==> src/rtl/tmr_irq_pkg.sv <==
package tmr_irq_pkg;
  // fixed lines used by legacy substitution and the clock-interrupt passthrough
  localparam int unsigned LEG_T0_LINE = 0;
  localparam int unsigned LEG_T1_LINE = 8;
  localparam int unsigned RTC_LINE    = 8;
  localparam int unsigned MIN_LINES   = 9;
endpackage

==> src/rtl/tmr_irq_src.sv <==
module tmr_irq_src (
  input  logic clk_i,
  input  logic rst_ni,
  input  logic fire_i,
  input  logic act_i,
  input  logic lvl_i,
  input  logic clr_i,
  output logic status_o,
  output logic line_o
);
  logic status_q, pulse_q;

  always_ff @(posedge clk_i or negedge rst_ni) begin
    if (!rst_ni) begin
      status_q <= 1'b0;
      pulse_q  <= 1'b0;
    end else begin
      pulse_q <= fire_i & act_i & ~lvl_i;
      if (!act_i)      status_q <= 1'b0;
      else if (fire_i) status_q <= lvl_i;   // fire beats clear
      else if (clr_i)  status_q <= 1'b0;
    end
  end

  assign status_o = status_q;
  assign line_o   = status_q | pulse_q;
endmodule

==> src/rtl/tmr_legacy_ctl.sv <==
module tmr_legacy_ctl (
  input  logic clk_i,
  input  logic rst_ni,
  input  logic legacy_i,
  input  logic rtc_irq_i,
  output logic leg_o,
  output logic rtc_line_o
);
  logic leg_q, rtc_q;

  always_ff @(posedge clk_i or negedge rst_ni) begin
    if (!rst_ni) begin
      leg_q <= 1'b0;
      rtc_q <= 1'b0;
    end else begin
      leg_q <= legacy_i;
      rtc_q <= rtc_irq_i;
    end
  end

  assign leg_o      = leg_q;
  assign rtc_line_o = rtc_q & ~leg_q;
endmodule

==> src/rtl/tmr_irq_mux.sv <==
module tmr_irq_mux
  import tmr_irq_pkg::*;
#(
  parameter int unsigned NUM_TMR   = 3,
  parameter int unsigned NUM_LINES = 32,
  localparam int unsigned ROUTE_W  = $clog2(NUM_LINES)
) (
  input  logic [NUM_TMR-1:0]         src_i,
  input  logic [NUM_TMR*ROUTE_W-1:0] route_i,
  input  logic                       leg_i,
  input  logic                       rtc_line_i,
  output logic [NUM_LINES-1:0]       irq_o
);
  logic [NUM_TMR-1:0][ROUTE_W-1:0] eff_route;

  for (genvar t = 0; t < NUM_TMR; t++) begin : g_route
    if (t == 0) begin : g_t0
      assign eff_route[t] = leg_i ? ROUTE_W'(LEG_T0_LINE) : route_i[t*ROUTE_W +: ROUTE_W];
    end else if (t == 1) begin : g_t1
      assign eff_route[t] = leg_i ? ROUTE_W'(LEG_T1_LINE) : route_i[t*ROUTE_W +: ROUTE_W];
    end else begin : g_tn
      assign eff_route[t] = route_i[t*ROUTE_W +: ROUTE_W];
    end
  end

  always_comb begin
    irq_o = '0;
    irq_o[RTC_LINE] = rtc_line_i;
    for (int t = 0; t < NUM_TMR; t++) begin
      for (int l = 0; l < NUM_LINES; l++) begin
        if (eff_route[t] == ROUTE_W'(l)) irq_o[l] = irq_o[l] | src_i[t];
      end
    end
  end
endmodule

==> src/rtl/tmr_irq_router.sv <==
module tmr_irq_router
  import tmr_irq_pkg::*;
#(
  parameter int unsigned NUM_TMR   = 3,
  parameter int unsigned NUM_LINES = 32,
  localparam int unsigned ROUTE_W  = $clog2(NUM_LINES)
) (
  input  logic                       clk_i,
  input  logic                       rst_ni,
  input  logic                       glb_en_i,
  input  logic [NUM_TMR-1:0]         fire_i,
  input  logic [NUM_TMR-1:0]         tmr_en_i,
  input  logic [NUM_TMR-1:0]         lvl_i,
  input  logic [NUM_TMR*ROUTE_W-1:0] route_i,
  input  logic                       legacy_i,
  input  logic                       rtc_irq_i,
  input  logic                       clr_we_i,
  input  logic [NUM_TMR-1:0]         clr_data_i,
  output logic [NUM_LINES-1:0]       irq_o,
  output logic [NUM_TMR-1:0]         status_o,
  output logic                       legacy_off_o
);
  logic [NUM_TMR-1:0] src_line;
  logic               leg, rtc_line;

  for (genvar t = 0; t < NUM_TMR; t++) begin : g_src
    tmr_irq_src u_src (
      .clk_i   (clk_i),
      .rst_ni  (rst_ni),
      .fire_i  (fire_i[t]),
      .act_i   (tmr_en_i[t] & glb_en_i),
      .lvl_i   (lvl_i[t]),
      .clr_i   (clr_we_i & clr_data_i[t]),
      .status_o(status_o[t]),
      .line_o  (src_line[t])
    );
  end

  tmr_legacy_ctl u_leg (
    .clk_i     (clk_i),
    .rst_ni    (rst_ni),
    .legacy_i  (legacy_i),
    .rtc_irq_i (rtc_irq_i),
    .leg_o     (leg),
    .rtc_line_o(rtc_line)
  );

  tmr_irq_mux #(.NUM_TMR(NUM_TMR), .NUM_LINES(NUM_LINES)) u_mux (
    .src_i     (src_line),
    .route_i   (route_i),
    .leg_i     (leg),
    .rtc_line_i(rtc_line),
    .irq_o     (irq_o)
  );

  assign legacy_off_o = leg;
endmodule

==> config.mk <==
export PLATFORM = sky130hd
export DESIGN_NAME = tmr_irq_router
export DESIGN_NICKNAME = d
export VERILOG_FILES = /design/src/rtl/tmr_irq_pkg.sv /design/src/rtl/tmr_irq_src.sv /design/src/rtl/tmr_legacy_ctl.sv /design/src/rtl/tmr_irq_mux.sv /design/src/rtl/tmr_irq_router.sv
export SDC_FILE = /design/constraint.sdc
export NUM_CORES = 1
export LEC_CHECK = 0
export ABC_AREA = 1
export BUFFER_PORTS_ARGS = -buffer_cell sky130_fd_sc_hd__buf_2
export CELL_PAD_IN_SITES_DETAIL_PLACEMENT = 1
export CELL_PAD_IN_SITES_GLOBAL_PLACEMENT = 2
export CORE_MARGIN = 2
export CORE_UTILIZATION = 21
export DETAILED_ROUTE_END_ITERATION = 7
export HOLD_SLACK_MARGIN = 0.08
export MAX_ROUTING_LAYER = met4
export PLACE_DENSITY_LB_ADDON = 0.1
export SLEW_MARGIN = 20
export SYNTH_ARGS = -nofsm -noshare
export SYNTH_HDL_FRONTEND = slang
export SYNTH_SLANG_ARGS = --single-unit
==> constraint.sdc <==
create_clock -name clk_i -period 1.85 [get_ports clk_i]
set_clock_uncertainty 0.1 [all_clocks]
set_input_delay 0.2775 -clock clk_i [delete_from_list [all_inputs] [get_ports clk_i]]
set_output_delay 0.2775 -clock clk_i [all_outputs]
set_load 0.02 [all_outputs]
==> reports/metrics.cfg <==
[clock_network]
cts_root_buf = clkbuf_8
cts_tree = built
clkTransAtPathRegs_ns = 0.04
cts_buffer_depth = 2
cts_max_level = 1
cts_made_buffers = 3
cts.sinks = 8
clk_latency_ns = 0.22

[worst_setup_path]
slowest_stage = dfrtp_2
reg2reg_from = g_src[2].u_src.status_o
cp.arrival_ns = 1.54
max_stage_delay_ns = 0.47
r2r_slack_ns = 1.09
cp-start-kind = flop
crit_fanout = 16
required_ns = 1.47
cp_num_buf_inv = 3
worstSetupEndpointType = primary output
cp-endpoint = irq_o[4]
r2r-end = g_src[2].u_src.status_o
crit_family = buffers and inverters
crit_cells = 7
reg2reg_depth = 2
startpoint = u_leg.leg_o
path_class = flop to primary output
critical_path.cell_chain = buf_4 > nor2_4 > nor2_4 > buf_12 > nand3_1 > nand3_2 > buf_4

[floorplanning]
start_util_pct = 21.4
coreArea_um2 = 6680
rows = 30
dieArea_um2 = 7490
io_pins = 69
die-height_um = 86.5
fp.dieW_um = 86.5

[global_routing]
antenna_found_initial = 0
grt_util_all_layers_pct = 19.4
grt_pass1_wl_mm = 11.0
grt_pass1_vias = 2150
grt_max_degree = 17
globalRouteOverflowTotal = 0

[timing]
rsz0062_at_grt = yes
fmax_ghz = 0.523
final.period_utilization_pct = 103
hold_violations = 0
finalWorstSetupSlack_ns = -0.0626
slew_headroom_pct = 78.1
post-route-min-period_ns = 1.91
setup_viol = 28
worst_pin_slew_ns = 0.327
finalMaxSlewViolations = 0

[placement]
dpl.hpwl_mm = 5.07
place_congestion = 0.785
io_buffer_count = 68

[finish]
mostFrequentLayoutCells = nand2_1, nand3_1, buf_2
syn2layout_area_growth_pct = 67.9
drive_above_1_share_pct = 39.0
antennaDiodeCount = 0
final_common_cell = nand2_1
final_util_pct = 35.9
fillers = 908
finalNetCount = 391

[detailed_routing]
wl_per_cell_um = 15.6
vias = 2083
drc_errors = 0
drtAntennaViolNets = 0
drtIter0Drc = 73
first_pass_iters = 4
viasPerCell = 4.78
drt_wl_total_mm = 6.79

[synth]
syn_inst = 274
yosysUniqueCellTypes = 21
synth_top_area_cell = nand3_1
netlist_area_um2 = 1430
synth_warnings = 0
synth.area.top_cells = nand3_1, nand2_1, dfrtp_1, nor2_1, inv_1
syn_nets = 307
ys_seq_elements = 8
yosys.area.top_type_share_pct = 24.5
yosysSeqAreaShare_pct = 14.0
synth.avg_cell_area_um2 = 5.22

[power_and_ir_drop]
total_power_mw = 0.698
power_leakage_nw = 1.28
ir_drop_uv = 267
power_density_nw_per_um2 = 291

[outcome]
violations = negative setup slack
status = complete, but fails checks

[worst_hold_path]
hold_path_class = primary input to flop

[job]
max_cap_violations = 0

-- area by class of cell --
type	count	area (um2)	share of cell area (%)
timing repair buffer	88	713	29.7
sequential	8	201	8.39
multi-input combinational	231	1240	51.6
timing repair inverter	1	6.26	0.261
tap	80	100	4.17
inverter	25	98.8	4.12
clock buffer	3	41.3	1.72
-- worst reg2reg max path: stages, from the launching register on --
cell and delay (ns):
dfrtp_1 0.40, nand3_1 0.10, nand2_1 0.05
-- repair_timing --
item	4_1_cts	5_1_grt
endpoints found under the hold margin	10	0
hold buffers	3	0
buffers inserted	2	1
pin swaps	8	7
endpoints found under the setup margin	32	32
gates cloned	1	0
resized for setup	64	35
-- state kept, by name, summed over array words and instances (netlist names) --
register / flops
u_leg.rtc_q: 1
u_leg.leg_o: 1
g_src.u_src.pulse_q: 3
g_src.u_src.status_o: 3
-- worst min path at each step --
stage                  start                      end  depth (start not counted)  slack (ns)
floorplan             rst_ni   g_src[0].u_src.pulse_q                          0       -0.12
global placement      rst_ni  g_src[2].u_src.status_o                          1        0.03
detailed placement    rst_ni  g_src[2].u_src.status_o                          1        0.03
CTS                 lvl_i[1]   g_src[1].u_src.pulse_q                          2        0.11
global route        lvl_i[1]   g_src[1].u_src.pulse_q                          2        0.11
finish              lvl_i[1]   g_src[1].u_src.pulse_q                          2        0.12
-- metrics by stage --
stage / setup WS, ns / cells / hold slack (ns) / TNS [ns] / instance area (um2)
2_1_floorplan: 0.148 / 274 / -0.118 / 0 / 1430
3_3_place_gp: 0.0203 / 426 / 0.0323 / 0 / 1950
3_5_place_dp: -0.0159 / 426 / 0.0338 / -0.0173 / 1950
4_1_cts: -0.0564 / 435 / 0.112 / -0.835 / 2260
5_1_grt: -0.141 / 436 / 0.112 / -3.02 / 2400
6_report: -0.0626 / 436 / 0.115 / -0.753 / 2400
-- synth_stat cells, drive strengths merged --
| master | n |
|---|---|
| nand3 | 75 |
| nand2 | 89 |
| buf | 9 |
| nor2 | 54 |
| clkbuf | 1 |
| nor3 | 1 |
| a21oi | 4 |
| or2 | 1 |
| o21ai | 4 |
| inv | 25 |
| dfrtp | 8 |
| nand3b | 3 |
-- power breakdown --
group | switching [mW] | leakage (nW) | internal, mW
logic | 0.194 | 1.16 | 0.115
clock network | 0.0613 | 0.0216 | 0.140
registers | 0.00632 | 0.105 | 0.182
total | 0.261 | 1.28 | 0.437
-- per-layer routing --
layer / part of all wire [%] / global-route usage, % / wire (um)
met2: 47 / 30.8 / 3190
met3: 3.7 / 2.00 / 252
met1: 49 / 27.6 / 3330
met5: 0 / - / 0
met4: 0.29 / 2.13 / 20
-- logic make-up (layout without fill, tap and decap cells) --
group / Yosys count / count (layout) / synth area share (%)
compound gates: 8 / 8 / 3.59
flops: 8 / 8 / 14.0
simple gates: 223 / 223 / 69.8
buf+inv: 35 / 117 / 12.6
Note: power is estimated with default switching activity, not from simulation.
